## src/rtl/isa_br_pkg.sv

```systemverilog
package isa_br_pkg;

    typedef enum logic [1:0] {
        SZ_BYTE = 2'd0,
        SZ_HALF = 2'd1,
        SZ_WORD = 2'd2,
        SZ_PAIR = 2'd3
    } xfer_size_e;

    typedef enum logic [2:0] {
        ST_IDLE,
        ST_STROBE,
        ST_TURN,
        ST_DONE,
        ST_FAULT
    } br_state_e;

    typedef enum logic [1:0] {
        RS_LOW,
        RS_HIGH,
        RS_HALF
    } lane_sel_e;

    localparam int unsigned WS_GROUPS = 3;
    localparam logic [9:0] WS_BASE [WS_GROUPS] = '{10'h3F8, 10'h2F8, 10'h378};

endpackage

```

## src/rtl/isa_io_decode.sv

```systemverilog
module isa_io_decode
    import isa_br_pkg::*;
#(
    parameter int unsigned PW = 10,
    localparam int unsigned AW = PW + 3
) (
    input  logic [AW-1:0] addr,
    input  xfer_size_e    size,
    output logic          legal,
    output logic [PW-1:0] port,
    output logic [1:0]    lanes,
    output lane_sel_e     rsel,
    output logic          pair
);

    logic [WS_GROUPS-1:0] grp_hit;
    logic                 ws_region;

    assign ws_region = addr[PW+2];

    for (genvar g = 0; g < WS_GROUPS; g++) begin : g_ws
        localparam logic [PW-1:0] GB = PW'(WS_BASE[g]);
        assign grp_hit[g] = (addr[PW+1:5] == GB[PW-1:3]);
    end

    always_comb begin
        legal = 1'b0;
        port  = '0;
        lanes = 2'b00;
        rsel  = RS_LOW;
        pair  = 1'b0;
        if (ws_region) begin
            port = addr[PW+1:2];
            if ((|grp_hit) && (addr[1:0] == 2'b00)) begin
                unique case (size)
                    SZ_BYTE: begin
                        legal = 1'b1;
                        lanes = 2'b01;
                    end
                    SZ_HALF: begin
                        legal = 1'b1;
                        lanes = 2'b11;
                        rsel  = RS_HALF;
                    end
                    default: legal = 1'b0;
                endcase
            end
        end else if (!addr[PW+1] && !addr[1]) begin
            port = {addr[PW:2], 1'b0};
            unique case (size)
                SZ_BYTE: begin
                    legal = 1'b1;
                    if (addr[0]) begin
                        port[0] = 1'b1;
                        lanes   = 2'b10;
                        rsel    = RS_HIGH;
                    end else begin
                        lanes = 2'b01;
                    end
                end
                SZ_HALF: begin
                    legal = !addr[0];
                    lanes = 2'b11;
                    rsel  = RS_HALF;
                end
                SZ_WORD: begin
                    legal   = !addr[0];
                    port[0] = 1'b1;
                    lanes   = 2'b01;
                end
                SZ_PAIR: begin
                    legal = !addr[0] && !addr[2];
                    lanes = 2'b11;
                    rsel  = RS_HALF;
                    pair  = 1'b1;
                end
                default: legal = 1'b0;
            endcase
        end
    end

    always_comb begin
        if (legal && pair) begin
            a_r6_pair_aligned: assert (port[1:0] == 2'b00);
        end
        if (legal && ws_region) begin
            a_r7_ws_low_lane: assert (lanes[0] && !pair);
        end
    end

endmodule

```

## src/rtl/isa_strobe_timer.sv

```systemverilog
module isa_strobe_timer #(
    parameter int unsigned CYC = 3,
    localparam int unsigned CW = (CYC < 2) ? 1 : $clog2(CYC)
) (
    input  logic clk,
    input  logic rst_n,
    input  logic run,
    output logic last
);

    logic [CW-1:0] cnt_q;

    always_ff @(posedge clk or negedge rst_n) begin
        if (!rst_n) begin
            cnt_q <= '0;
        end else if (!run || last) begin
            cnt_q <= '0;
        end else begin
            cnt_q <= cnt_q + CW'(1);
        end
    end

    assign last = run && (cnt_q == CW'(CYC - 1));

    a_r8_count_bound: assert property (@(posedge clk) disable iff (!rst_n)
        32'(cnt_q) < CYC);

    a_r8_idle_zero: assert property (@(posedge clk) disable iff (!rst_n)
        !run |=> cnt_q == '0);

endmodule

```

## src/rtl/isa_lane_steer.sv

```systemverilog
module isa_lane_steer
    import isa_br_pkg::*;
(
    input  lane_sel_e   rsel,
    input  logic        upper,
    input  logic [31:0] wdata,
    input  logic [15:0] din,
    output logic [15:0] dout,
    output logic [15:0] rd_val
);

    always_comb begin
        if (upper) begin
            dout = wdata[31:16];
        end else begin
            unique case (rsel)
                RS_HIGH: dout = {wdata[7:0], 8'h00};
                RS_HALF: dout = wdata[15:0];
                default: dout = {8'h00, wdata[7:0]};
            endcase
        end
    end

    always_comb begin
        unique case (rsel)
            RS_HIGH: rd_val = {8'h00, din[15:8]};
            RS_HALF: rd_val = din;
            default: rd_val = {8'h00, din[7:0]};
        endcase
    end

endmodule

```

## src/rtl/isa_lane_bridge.sv

```systemverilog
module isa_lane_bridge
    import isa_br_pkg::*;
#(
    parameter int unsigned PW = 10,
    parameter int unsigned STROBE_CYC = 3,
    localparam int unsigned AW = PW + 3
) (
    input  logic          clk,
    input  logic          rst_n,
    input  logic          cpu_req,
    input  logic          cpu_we,
    input  logic [1:0]    cpu_size,
    input  logic [AW-1:0] cpu_addr,
    input  logic [31:0]   cpu_wdata,
    output logic [31:0]   cpu_rdata,
    output logic          cpu_done,
    output logic          cpu_err,
    input  logic          err_clr,
    output logic [PW-1:0] io_addr,
    output logic          io_rd,
    output logic          io_wr,
    output logic [1:0]    io_lane,
    output logic [15:0]   io_dout,
    output logic          io_oe,
    input  logic [15:0]   io_din
);

    br_state_e     state_q, state_d;
    logic          dec_legal, dec_pair;
    logic [PW-1:0] dec_port;
    logic [1:0]    dec_lanes;
    lane_sel_e     dec_rsel;

    logic          we_q, pair_q, second_q, err_q;
    logic [PW-1:0] port_q;
    logic [1:0]    lanes_q;
    lane_sel_e     rsel_q;
    logic [31:0]   wdata_q, rdata_q;
    logic [15:0]   steer_dout, rd_val;
    logic          strobe_last, strobing, accept;

    isa_io_decode #(.PW(PW)) u_dec (
        .addr  (cpu_addr),
        .size  (xfer_size_e'(cpu_size)),
        .legal (dec_legal),
        .port  (dec_port),
        .lanes (dec_lanes),
        .rsel  (dec_rsel),
        .pair  (dec_pair)
    );

    assign strobing = (state_q == ST_STROBE);
    assign accept   = (state_q == ST_IDLE) && cpu_req;

    isa_strobe_timer #(.CYC(STROBE_CYC)) u_tmr (
        .clk   (clk),
        .rst_n (rst_n),
        .run   (strobing),
        .last  (strobe_last)
    );

    isa_lane_steer u_steer (
        .rsel   (rsel_q),
        .upper  (second_q),
        .wdata  (wdata_q),
        .din    (io_din),
        .dout   (steer_dout),
        .rd_val (rd_val)
    );

    // state register
    always_ff @(posedge clk or negedge rst_n) begin
        if (!rst_n) state_q <= ST_IDLE;
        else        state_q <= state_d;
    end

    // next-state logic
    always_comb begin
        state_d = state_q;
        unique case (state_q)
            ST_IDLE: begin
                if (cpu_req) state_d = dec_legal ? ST_STROBE : ST_FAULT;
            end
            ST_STROBE: begin
                if (strobe_last) state_d = (pair_q && !second_q) ? ST_TURN : ST_DONE;
            end
            ST_TURN:  state_d = ST_STROBE;
            ST_DONE:  state_d = ST_IDLE;
            ST_FAULT: state_d = ST_IDLE;
            default:  state_d = ST_IDLE;
        endcase
    end

    // transfer context and read assembly
    always_ff @(posedge clk or negedge rst_n) begin
        if (!rst_n) begin
            we_q     <= 1'b0;
            pair_q   <= 1'b0;
            second_q <= 1'b0;
            port_q   <= '0;
            lanes_q  <= 2'b00;
            rsel_q   <= RS_LOW;
            wdata_q  <= '0;
            rdata_q  <= '0;
        end else begin
            unique case (state_q)
                ST_IDLE: begin
                    if (cpu_req && dec_legal) begin
                        we_q     <= cpu_we;
                        pair_q   <= dec_pair;
                        second_q <= 1'b0;
                        port_q   <= dec_port;
                        lanes_q  <= dec_lanes;
                        rsel_q   <= dec_rsel;
                        wdata_q  <= cpu_wdata;
                    end
                end
                ST_STROBE: begin
                    if (strobe_last && !we_q) begin
                        if (second_q) rdata_q[31:16] <= io_din;
                        else          rdata_q        <= {16'h0000, rd_val};
                    end
                end
                ST_TURN: begin
                    second_q <= 1'b1;
                    port_q   <= port_q + PW'(2);
                end
                default: ;
            endcase
        end
    end

    // sticky error
    always_ff @(posedge clk or negedge rst_n) begin
        if (!rst_n)                  err_q <= 1'b0;
        else if (accept && !dec_legal) err_q <= 1'b1;
        else if (err_clr)            err_q <= 1'b0;
    end

    // outputs
    always_comb begin
        io_rd     = strobing && !we_q;
        io_wr     = strobing && we_q;
        io_oe     = strobing && we_q;
        io_lane   = strobing ? lanes_q : 2'b00;
        io_addr   = port_q;
        io_dout   = steer_dout;
        cpu_done  = (state_q == ST_DONE) || (state_q == ST_FAULT);
        cpu_rdata = rdata_q;
        cpu_err   = err_q;
    end

    a_r8_rd_wr_excl: assert property (@(posedge clk) disable iff (!rst_n)
        !(io_rd && io_wr));

    a_r8_addr_stable: assert property (@(posedge clk) disable iff (!rst_n)
        (io_rd || io_wr) && $past(io_rd || io_wr) |-> $stable(io_addr) && $stable(io_lane));

    a_r9_done_single: assert property (@(posedge clk) disable iff (!rst_n)
        cpu_done |=> !cpu_done);

    a_r10_err_holds: assert property (@(posedge clk) disable iff (!rst_n)
        cpu_err && !err_clr |=> cpu_err);

    a_r10_fault_quiet: assert property (@(posedge clk) disable iff (!rst_n)
        accept && !dec_legal |=> cpu_done && !io_rd && !io_wr);

    a_r11_busy_no_err: assert property (@(posedge clk) disable iff (!rst_n)
        (io_rd || io_wr) && !cpu_err |=> !cpu_err);

endmodule

```

## config.mk

```make
export PLATFORM = sky130hd
export DESIGN_NAME = isa_lane_bridge
export DESIGN_NICKNAME = d
export VERILOG_FILES = /design/src/rtl/isa_br_pkg.sv /design/src/rtl/isa_io_decode.sv /design/src/rtl/isa_strobe_timer.sv /design/src/rtl/isa_lane_steer.sv /design/src/rtl/isa_lane_bridge.sv
export SDC_FILE = /design/constraint.sdc
export NUM_CORES = 1
export LEC_CHECK = 0
export ABC_AREA = 1
export BUFFER_PORTS_ARGS = -buffer_cell sky130_fd_sc_hd__buf_2
export CAP_MARGIN = 20
export CELL_PAD_IN_SITES_DETAIL_PLACEMENT = 1
export CELL_PAD_IN_SITES_GLOBAL_PLACEMENT = 1
export CORE_MARGIN = 1
export CORE_UTILIZATION = 38
export CTS_BUF_LIST = sky130_fd_sc_hd__clkbuf_16
export CTS_CLUSTER_SIZE = 14
export DETAILED_ROUTE_END_ITERATION = 6
export HOLD_SLACK_MARGIN = 0.03
export PLACE_DENSITY_LB_ADDON = 0.3
export REMOVE_ABC_BUFFERS = 1
export SLEW_MARGIN = 15
export SYNTH_ARGS = -nofsm -noshare
export SYNTH_HDL_FRONTEND = slang
export SYNTH_SLANG_ARGS = --single-unit
```

## constraint.sdc

```tcl
create_clock -name clk -period 2.09 [get_ports clk]
set_clock_uncertainty 0.05 [all_clocks]
set_input_delay 0.1045 -clock clk [delete_from_list [all_inputs] [get_ports clk]]
set_output_delay 0.1045 -clock clk [all_outputs]
set_load 0.05 [all_outputs]
```

Word level (Yosys, flattened, before mapping)

Cells that the tools add are included.

Register bits: 87
Bits of input ports: 68
Output and inout bits: 65
Logic and storage cells: 107

Add/sub/neg operators: 2
Equality and inequality tests: 16
Multiplexer cells: 41
Bitwise gates (word level): 1
Reductions and logical operators: 35

Operators by type and width:

| operator              | count |
|---|---|
| $pmux 16 s2           | 2 |
| $mux 16               | 2 |
| $mux 10               | 3 |
| $eq 7x7->1 const B    | 3 |
| $mux 2                | 10 |
| $pmux 10 s2           | 1 |
| $mux 1                | 13 |
| $logic_and 1x1->1     | 11 |
| $add 10x2->10 const B | 1 |
| $mux 3                | 3 |
| $pmux 3 s3            | 1 |
| $eq 2x2->1 const B    | 4 |
| $logic_not 1->1       | 8 |
| $pmux 2 s2            | 2 |
| $reduce_and 2->1      | 4 |
| $eq 3x2->1 const B    | 2 |
| $pmux 2 s3            | 1 |
| $reduce_or 2->1       | 3 |
| $eq 2x1->1 const B    | 2 |
| $logic_not 2->1       | 2 |
| $ne 2x2->1 const B    | 2 |
| $pmux 1 s2            | 2 |
| $reduce_bool 2->1     | 2 |
| $eq 3x1->1 const B    | 1 |
| other kinds (9)       | 10 |

Depth between registers and ports, before layout

Gate-level depths: netlist of the first run.

Depth after elaboration: 8
Depth in mapped cells: 11
Mapped depth without buffers: 10

By module

From an unflattened synthesis of the first run, not the netlist that was laid out.

Cell total of the unflattened synthesis: 656
Area, all modules: 4709.5 µm²

Modules (own cells, without submodules):

| module           | times used | cells an instance | area each (µm²) | seq. area each (µm²) |
|---|---|---|---|---|
| isa_lane_bridge  | 1          | 439               | 3651.0          | 2127.0 |
| isa_lane_steer   | 1          | 127               | 544.3           | 0.0 |
| isa_io_decode    | 1          | 80                | 425.4           | 0.0 |
| isa_strobe_timer | 1          | 10                | 88.8            | 50.0 |

Worst setup path after synthesis of the first run

OpenSTA, ideal clock, no wires.

Path kind: register -> output
Start point: reg rsel_q[0]
End point: out io_dout[0]
Arrival time: 2.114 ns
Required time: 1.936 ns
Slack: -0.178 ns
Cell stages (with the launch flop): 6
Buffers on the path: 1
Cells stage by stage: dfrtp_1 -> inv_1 -> ha_1 -> clkbuf_1 -> nor2_1 -> o21ai_0

Cells in the longest elaborated chain, start to end: 3

RTL lines:

| item                                     | RTL line               | text |
|---|---|---|
| from (decl)                              | isa_lane_bridge.sv:37  | `lane_sel_e rsel_q;` |
| from (signal assigned)                   | isa_lane_bridge.sv:114 | `rsel_q <= dec_rsel;` |
| $eq 2x2->1 or $eq 2x1->1 (tied branches) | isa_lane_steer.sv:16   | `unique case (rsel)` |
| $pmux 16 s2 *                            | isa_lane_steer.sv:16   |  |
| $mux 16 *                                | isa_lane_steer.sv:13   | `if (upper) begin` |
| to (decl)                                | isa_lane_bridge.sv:23  | `output logic [15:0] io_dout,` |

Every way passes the cells marked *; elsewhere a longest branch is shown, timed or not.

Worst setup path after layout of the first run

Start point: reg rsel_q[1]
End point: out io_dout[12]

Same word-level chain as after synthesis.

==> results.py, run 1 <==
metrics = {
    "power_and_ir_drop": {
        "p_int_mw": 4.32,
        "pwr-share-seq_pct": 32.8,
        "p_sw_mw": 4.67,
        "ir_worst_vdd_mv": 0.629,
        "comb_power_share_pct": 51.8,
        "power_mw": 8.99,
        "switching_share_pct": 52.0,
        "pwr-share-clk_pct": 15.5,
        "power.density_nw_per_um2": 1430,
        "leakage_nw": 3.28,
    },
    "logic_synthesis": {
        "syn_area_um2": 4740,
        "synth_cell_types": 35,
        "synth_ff_type": "dfrtp_1",
        "synthTopCellsByArea": "dfrtp_1, nand2_1, nand3_1, o21ai_0, inv_1",
        "syn_area_per_cell_um2": 7.97,
        "yosys_warnings": 0,
        "synth-edff-count": 0,
        "synth_top_area_share_pct": 45.9,
        "ys_ff_latch": 87,
        "syn_inst": 595,
        "yosysTopAreaCell": "dfrtp_1",
        "async_flop_share_pct": 100,
        "yosysSeqAreaShare_pct": 45.9,
    },
    "sta": {
        "finalMaxSlewViolations": 0,
        "min_period_ns": 1.97,
        "finalCritPeriodShare_pct": 94.1,
        "setup_viol": 0,
        "worst_pin_slew_ns": 0.607,
        "rsz0062_at_grt": "no",
        "fmax_mhz": 509,
        "relSlewSlack_pct": 59.5,
        "hold_violations": 0,
    },
    "setup_path": {
        "critPathKind": "flip-flop to primary output",
        "required_ns": 1.94,
        "cpPeakStageDelay_ns": 0.42,
        "worstPathCellList": "inv_1, ha_2, a22o_1, nand3_1, nand2_1, buf_4",
        "worstSetupStartpointType": "flip-flop",
        "crit_path_end_kind": "primary output",
        "cp_max_fo": 13,
        "cp_slowest_cell": "dfrtp_1",
        "worst_ep_arrival_time_ns": 1.81,
        "r2r_setup_slack_ns": 0.32,
    },
    "drt": {
        "first_pass_iters": 4,
        "drtAntennaViolNets": 0,
        "drc_errors": 0,
        "post_drt_wl_per_cell_um": 15.6,
        "vias": 4740,
        "drt_iter0_markers": 285,
        "drt-vias-per-instance": 5.04,
        "wl_um": 14700,
    },
    "final_layout": {
        "final_cell_mix": "nand2_1, buf_2, dfrtp_1",
        "diodes": 0,
        "mostFrequentLayoutCell": "nand2_1",
        "design_area_um2": 6290,
        "layout-drive-gt1-share_pct": 24.9,
        "fin_nets": 845,
        "syn_to_final_growth_pct": 32.6,
    },
    "job": {
        "cap_violations": 0,
    },
    "floorplanning": {
        "fp-row-count": 40,
        "start_util_pct": 39.2,
        "die_y_um": 114,
        "die_area_um2": 12900,
        "coreArea_um2": 12100,
        "die_w_um": 114,
        "ios": 133,
    },
    "clock_network": {
        "root_buffer": "clkbuf_16",
        "clk_pin_slew_ns": 0.06,
        "cts_buffers": 9,
        "cts.sinks": 87,
        "clockBufferDepth": 2,
        "cts_tree": "built",
        "clk_latency_ns": 0.34,
        "htree_levels": 3,
    },
    "placement": {
        "portBuffers": 132,
        "hpwl_um": 9820,
        "gp_congestion": 0.848,
        "placed_area_um2": 5470,
    },
    "global_routing": {
        "top_usage_layer": "met2",
        "grtUsageMet3_pct": 3.93,
        "first_global_vias": 5018,
        "grt_pass1_wl_um": 24400,
        "grt_max_degree": 45,
        "antenna_found_initial": 0,
        "grt_overflow_total": 0,
        "use_met1_pct": 29.4,
        "track_usage_pct": 24.2,
        "grtUsageMet2_pct": 43.3,
    },
    "status": {
        "status": "complete, no violations",
    },
    "hold_path": {
        "hold_class": "primary input to flip-flop",
    },
}
sequential cells by signal, indices dropped and copies added (netlist names), 2 cells and up:
register and flops:
state_q 3, lanes_q 2, io_addr 10, cpu_rdata 32
rsel_q 2, u_tmr.cnt_q 2, wdata_q 32
worst max-delay path, delay by kind of cell (launching register included):
family | cells | cell delay, ns
compound gates | 1 | 0.18
fa+ha+maj | 1 | 0.37
buf+inv | 2 | 0.28
flops | 1 | 0.42
simple gates | 2 | 0.21
path summary, 6_finish.rpt:
path                            cells past startpoint        endpoint      startpoint
worst max-delay path                                6     io_dout[12]       rsel_q[1]
worst min-delay path                                3    cpu_rdata[8]       io_din[8]
min in group asynchronous                           2   cpu_rdata[30]           rst_n
worst max register to register                      7    cpu_rdata[4]      state_q[2]
worst min register to register                      1  u_tmr.cnt_q[0]  u_tmr.cnt_q[0]
max in group asynchronous                           3      wdata_q[7]           rst_n
synthesized netlist by cell type, types with 4 or more instances:
library cell  number
nand2_1          215
dfrtp_1           87
nand3_1           61
o21ai_0           54
inv_1             40
nor2_1            27
clkbuf_1          17
nand3_2           13
ha_1               9
a22o_1             8
a31oi_1            8
buf_6              6
o22ai_1            6
nand4_1            5
buf_12             4
buf_4              4
power groups by stage:
| stage | Sequential (mW) | Clock (mW) | Combinational [mW] |
|---|---|---|---|
| finish | 2.94 | 1.39 | 4.65 |
| global route | 3.04 | 1.48 | 5.03 |
| CTS | 2.93 | 1.43 | 4.63 |
| detailed placement | 2.95 | 0 | 4.54 |
| global placement | 2.91 | 0 | 4.43 |
| floorplan | 4.14 | 0 | 2.04 |
cell families after synthesis:
kind of cell / Yosys count / synth area share (%)
AOI/OAI and AO/OA: 84 / 10.2
xor gates and xnor gates: 2 / 0.369
DFF: 87 / 45.9
buffers and inverters: 79 / 9.18
and+or+nand+nor: 334 / 32.0
adders and majority gates: 9 / 2.37
per-layer routing:
layer / wire (um) / share of wire (%)
met4: 314 / 2.1
met5: 0 / 0
met3: 698 / 4.7
met2: 7340 / 50
met1: 6350 / 43
metrics by stage:
| stage | setup WS [ns] | util [%] | setup TNS (ns) | cells | hold WS (ns) |
|---|---|---|---|---|---|
| 2_1_floorplan | -0.532 | - | -24.33 | 559 | -0.241 |
| 3_3_place_gp | 0.217 | 45.2 | 0 | 872 | 0.101 |
| 3_5_place_dp | 0.180 | 45.2 | 0 | 872 | 0.110 |
| 4_1_cts | 0.0183 | 51.5 | 0 | 938 | 0.0357 |
| 5_1_grt | 0.0335 | 52.0 | 0 | 940 | 0.0598 |
| 6_report | 0.124 | 52.0 | 0 | 940 | 0.0431 |
repair_timing:
item	in CTS	in global routing
hold buffers	50	0
gates resized for setup	5	10
pin swaps	0	0
setup endpoints to repair	16	15
buffers inserted	0	2
cloned	1	0
endpoints found under the hold margin	104	0
cell type report:
cell class	instances	area [um2]
flip-flops and latches	87	2180
well taps	168	210
clock inverters	6	22.5
inverters	43	169
repair inverters	1	7.51
multi-input cells	429	2160
fillers	1529	5820
repair buffers	197	1320
clock buffers	9	225
(Power assumes the default switching activity.)
==> run 2, diff against run 1 <==
--- a/config.mk
+++ b/config.mk
@@ -11,14 +11,16 @@
 export CELL_PAD_IN_SITES_DETAIL_PLACEMENT = 1
 export CELL_PAD_IN_SITES_GLOBAL_PLACEMENT = 1
 export CORE_MARGIN = 1
-export CORE_UTILIZATION = 38
+export CORE_UTILIZATION = 37
 export CTS_BUF_LIST = sky130_fd_sc_hd__clkbuf_16
 export CTS_CLUSTER_SIZE = 14
 export DETAILED_ROUTE_END_ITERATION = 6
 export HOLD_SLACK_MARGIN = 0.03
 export PLACE_DENSITY_LB_ADDON = 0.3
 export REMOVE_ABC_BUFFERS = 1
+export SKIP_CTS_REPAIR_TIMING = 1
 export SLEW_MARGIN = 15
 export SYNTH_ARGS = -nofsm -noshare
 export SYNTH_HDL_FRONTEND = slang
+export SYNTH_HIERARCHICAL = 1
 export SYNTH_SLANG_ARGS = --single-unit
==> run 2 against run 1 <==
The run now ends with negative hold slack left. Wire length grew 2.2%. Total power shrank 12%. Global-route usage shrank 1.8 points. Fmax shrank 2.0%. Largest power group unchanged. First-iteration DRC count grew 20%. Combinational power shrank 21%. Sequential power shrank 8.2%. Area after synthesis shrank 0.74%.
==> results.py, run 2 <==
metrics = {
    "status": {
        "status": "finished, violations left",
        "violations": "negative hold slack",
    },
    "power_and_ir_drop": {
        "ir_worst_vdd_mv": 0.662,
        "power.density_nw_per_um2": 1250,
        "leakage_nw": 3.48,
    },
    "logic_synthesis": {
        "synth-edff-count": 0,
        "synth_ff_type": "dfrtp_1",
        "synth_top_area_share_pct": 46.2,
        "async_flop_share_pct": 100,
        "syn_area_per_cell_um2": 7.18,
        "syn_area_um2": 4710,
        "synth_cell_types": 27,
        "synthTopCellsByArea": "dfrtp_1, nand2_1, inv_1, nor2_1, ha_1",
        "synthTopCellsByCount": "nand2_1, dfrtp_1, inv_1",
        "syn_inst": 656,
        "yosysSeqAreaShare_pct": 46.2,
        "yosysMostFrequentCell": "nand2_1",
        "ys_ff_latch": 87,
        "yosysTopAreaCell": "dfrtp_1",
        "yosys_warnings": 6,
    },
    "drt": {
        "drt_iter0_markers": 343,
        "vias": 4801,
        "wl_um": 15000,
        "drtAntennaViolNets": 0,
        "first_pass_iters": 4,
        "drt-vias-per-instance": 4.77,
        "post_drt_wl_per_cell_um": 14.9,
        "drc_errors": 0,
    },
    "sta": {
        "relSlewSlack_pct": 55.9,
        "hold_violations": 1,
        "worst_pin_slew_ns": 0.661,
        "rsz0062_at_grt": "no",
        "finalMaxSlewViolations": 0,
        "hold_slack_ns": -0.00241,
        "setup_viol": 0,
        "fmax_mhz": 498,
        "finalCritPeriodShare_pct": 96.0,
        "min_period_ns": 2.01,
    },
    "final_layout": {
        "layout-drive-gt1-share_pct": 21.0,
        "fin_util_pct": 51.9,
        "final_cell_mix": "nand2_1, buf_2, dfrtp_1",
        "mostFrequentLayoutCell": "nand2_1",
        "fin_nets": 914,
        "diodes": 0,
        "syn_to_final_growth_pct": 34.6,
    },
    "placement": {
        "hpwl_um": 10100,
        "portBuffers": 132,
        "gp_congestion": 0.875,
    },
    "clock_network": {
        "htree_levels": 3,
        "cts_buffers": 9,
        "cts_tree": "built",
        "clk_pin_slew_ns": 0.06,
        "cts.sinks": 87,
        "clk_latency_ns": 0.35,
        "clockBufferDepth": 2,
        "root_buffer": "clkbuf_16",
    },
    "floorplanning": {
        "ios": 133,
        "die_area_um2": 13200,
        "coreArea_um2": 12200,
        "die_w_um": 115,
        "start_util_pct": 38.6,
        "die_y_um": 115,
        "fp-row-count": 40,
    },
    "setup_path": {
        "required_ns": 1.94,
        "crit_path_end_kind": "primary output",
        "worst_ep_arrival_time_ns": 1.85,
        "worstSetupStartpointType": "flip-flop",
        "critPathKind": "flip-flop to primary output",
        "cp_max_fo": 9,
    },
    "global_routing": {
        "grt_max_degree": 48,
        "grt_overflow_total": 0,
        "first_global_vias": 4710,
        "track_usage_pct": 22.4,
        "antenna_found_initial": 0,
        "grt_pass1_wl_um": 23100,
    },
    "hold_path": {
        "hold_class": "primary input to flip-flop",
    },
    "job": {
        "cap_violations": 0,
    },
}
[run 2: changes by cell type in the layout (fill, tap and decap cells not counted), moves of 8 or more]
cell / delta
nand3_2: -11
nand2_1: +92
a31oi_1: -8
a22o_1: -8
inv_1: +31
o21ai_1: +20
nor2_1: +14
o21ai_0: -37
nand3_1: -35
a21oi_1: +15
[run 2: metal layers]
metal	part of all wire, %	wire length, um	track usage (%)	up-vias
met1	44	6600	29.7	2315
li1	-	-	-	2353
met2	51	7610	37.8	117
met3	4.2	628	3.95	16
met5	0	0	0	-
met4	1.2	177	6.15	0
[run 2: cell families after synthesis]
family	synth area share, %
adder cells (fa/ha/maj)	2.92
AND/OR/NAND/NOR	33.2
XOR/XNOR	0.186
AO/OA/AOI/OAI	7.57
buffers and inverters	9.91
flip-flops	46.2
[run 2: per-stage QoR]
stage	cells	setup slack, ns	setup TNS, ns	power (mW)	cell area [um2]
2_1_floorplan	629	-0.0919	-1.59	5.24	4530
3_3_place_gp	942	0.258	0	6.15	5550
3_5_place_dp	942	0.165	0	6.28	5550
4_1_cts	957	-0.160	-1.08	7.89	5830
5_1_grt	1007	0.0105	0	8.42	6340
6_report	1007	0.0835	0	7.94	6340
[run 2: worst paths after layout]
kind                                startpoint              to  slack (ns)  cells after the start
worst min-delay path                io_din[13]   cpu_rdata[29]      -0.002                      3
worst max register to register      state_q[1]   cpu_rdata[10]        0.17                     10
worst min register to register  u_tmr/cnt_q[0]  u_tmr/cnt_q[0]        0.38                      1
worst max-delay path                 rsel_q[1]     io_dout[13]        0.08                      7
max in group asynchronous                rst_n    cpu_rdata[8]        1.04                      3
min in group asynchronous                rst_n   cpu_rdata[29]        0.28                      2
[run 2: critical path, stage by stage (launching register included)]
cell,delay [ns]
dfrtp_1,0.40
inv_1,0.07
ha_1,0.44
nand2_1,0.11
nand2_1,0.09
nand2_1,0.05
nand2_1,0.08
buf_2,0.27
[run 2: final cells by class]
class                   count  area [um2]
fillers                  1639        5870
flip-flops and latches     87        2180
multi-input cells         465        2070
repair buffers            195        1310
inverters                  77         289
clock buffers               9         225
well taps                 168         210
clock inverters             6        52.6
[run 2: power by group]
part | internal (mW) | total [mW] | switching, mW
clock | 0.905 | 1.57 | 0.666
combinational | 0.930 | 3.67 | 2.74
sequential | 2.25 | 2.70 | 0.444
==> run 3, diff against run 2 <==
==> constraint.sdc (replaced) <==
create_clock -name clk -period 2.05 [get_ports clk]
set_clock_uncertainty 0.05 [all_clocks]
set_input_delay 0.5125 -clock clk [delete_from_list [all_inputs] [get_ports clk]]
set_output_delay 0.5125 -clock clk [all_outputs]
set_load 0.05 [all_outputs]
==> run 3 against run 2 <==
The flow finishes with violations (negative setup slack). Via count fell by 2.7%. Flip-flop and latch count did not move. Setup slack got worse by 0.20 ns. Non-clock buffer count down 29. Global-route usage is 0.31 points higher. Critical path type unchanged. Largest cell class unchanged.
==> results.py, run 3 (synthesis gave the netlist of run 2 again) <==
metrics = {
    "drt": {
        "post_drt_wl_per_cell_um": 14.7,
        "wl_um": 14400,
        "top_layer_used": "met4",
        "drt-vias-per-instance": 4.76,
        "drtAntennaViolNets": 0,
        "m1WireLength_um": 6400,
        "wl_met2_um": 7230,
        "drc_errors": 0,
        "drt_iter0_markers": 237,
        "met3_length_um": 466,
        "vias": 4669,
        "first_pass_iters": 5,
    },
    "clock_network": {
        "cts.sinks": 87,
        "clk_pin_slew_ns": 0.06,
        "cts_buffers": 9,
        "root_buffer": "clkbuf_16",
        "htree_levels": 3,
        "clockBufferDepth": 2,
        "cts_tree": "built",
        "clk_latency_ns": 0.35,
    },
    "floorplanning": {
        "ios": 133,
        "die_w_um": 115,
        "die_area_um2": 13200,
        "die_y_um": 115,
        "fp-row-count": 40,
        "start_util_pct": 38.6,
        "coreArea_um2": 12200,
    },
    "setup_path": {
        "cpPeakStageDelay_ns": 0.43,
        "worst_ep_arrival_time_ns": 1.60,
        "worst-path-buf-inv": 1,
        "worstPathCellList": "ha_4, nor2_2, o21ai_1, clkbuf_4",
        "required_ns": 1.49,
        "critPathKind": "flip-flop to primary output",
        "cp_max_fo": 4,
        "worstSetupStartpointType": "flip-flop",
        "cp_top_family": "flip-flops",
        "cp_slowest_cell": "dfrtp_2",
        "crit_path_end_kind": "primary output",
    },
    "power_and_ir_drop": {
        "pwr-share-seq_pct": 33.0,
        "ir_worst_vdd_mv": 0.619,
        "power.density_nw_per_um2": 1340,
        "power_mw": 8.34,
        "pwr-share-clk_pct": 17.8,
        "switching_share_pct": 48.1,
        "leakage_nw": 3.41,
        "p_int_mw": 4.32,
        "p_sw_mw": 4.01,
        "comb_power_share_pct": 49.1,
    },
    "global_routing": {
        "track_usage_pct": 22.7,
        "grt_overflow_total": 0,
        "grt_max_degree": 49,
        "grt_pass1_wl_um": 23300,
        "first_global_vias": 4823,
        "antenna_found_initial": 0,
    },
    "placement": {
        "dp_slack_ns": -0.147,
        "hpwl_um": 10500,
        "gp_congestion": 0.854,
        "place_inst": 961,
        "portBuffers": 132,
    },
    "sta": {
        "tns_ns": -1.37,
        "finalMaxSlewViolations": 0,
        "worst_pin_slew_ns": 0.518,
        "rsz0062_at_grt": "yes",
        "hold_violations": 0,
        "setup_viol": 16,
        "relSlewSlack_pct": 65.5,
        "fmax_mhz": 462,
        "min_period_ns": 2.16,
        "finalCritPeriodShare_pct": 106,
        "layout_setup_ws_ns": -0.113,
    },
    "final_layout": {
        "layout-drive-gt1-share_pct": 26.8,
        "fin_nets": 886,
        "syn_to_final_growth_pct": 32.6,
        "diodes": 0,
        "stdcell_count": 980,
        "mostFrequentLayoutCell": "nand2_1",
        "final_cell_mix": "nand2_1, buf_2, dfrtp_1",
    },
    "job": {
        "cap_violations": 0,
    },
    "hold_path": {
        "hold_class": "primary input to asynchronous set/reset pin",
    },
    "status": {
        "status": "finished, violations left",
        "violations": "negative setup slack",
    },
}
==> run 3: final cells by class <==
class / count / area, um2
flip-flops and latches: 87 / 2180
clock inverters: 7 / 32.5
repair buffers: 166 / 1160
multi-input cells: 466 / 2150
fillers: 1613 / 5970
well taps: 168 / 210
inverters: 77 / 289
clock buffers: 9 / 225
==> run 3: worst register-to-register path: cells and delay by family, from the launching register on <==
kind,cells,cell delay (ns)
AND/OR/NAND/NOR,6,0.85
AO/OA/AOI/OAI,1,0.09
flip-flops,1,0.43
buffers and inverters,3,0.39
==> run 3: worst paths after layout <==
check                               start        endpoint  slack [ns]  cells after the start
min reg2reg                u_tmr/cnt_q[0]  u_tmr/cnt_q[0]        0.37                      1
max in group asynchronous           rst_n      wdata_q[8]        1.38                      2
min                                 rst_n    cpu_rdata[5]        0.09                      2
min in group clk                  err_clr         cpu_err        0.30                      2
max reg2reg                    state_q[1]    cpu_rdata[4]        0.17                     10
max                             rsel_q[1]      io_dout[5]       -0.11                      4
==> run 3: routing by layer <==
layer / track usage, % / vias up
li1: - / 2300
met2: 39.2 / 93
met5: 0 / -
met3: 3.11 / 18
met1: 28.6 / 2258
met4: 9.87 / 0
==> run 3: power by group through the flow <==
stage          combinational, mW  clock [mW]  sequential (mW)
2_1_floorplan               1.94           0             3.40
3_3_place_gp                3.57           0             2.72
3_5_place_dp                3.69           0             2.76
4_1_cts                     3.72        1.51             2.74
5_1_grt                     4.40        1.57             2.82
6_report                    4.10        1.49             2.75
==> run 3: through the flow <==
step | util, % | area [um2] | hold WS, ns
floorplan | - | 4530 | 0.167
global placement | 47.0 | 5750 | 0.361
detailed placement | 47.0 | 5750 | 0.369
CTS | 49.2 | 6000 | 0.0958
global route | 51.1 | 6240 | 0.107
finish | 51.1 | 6240 | 0.0863
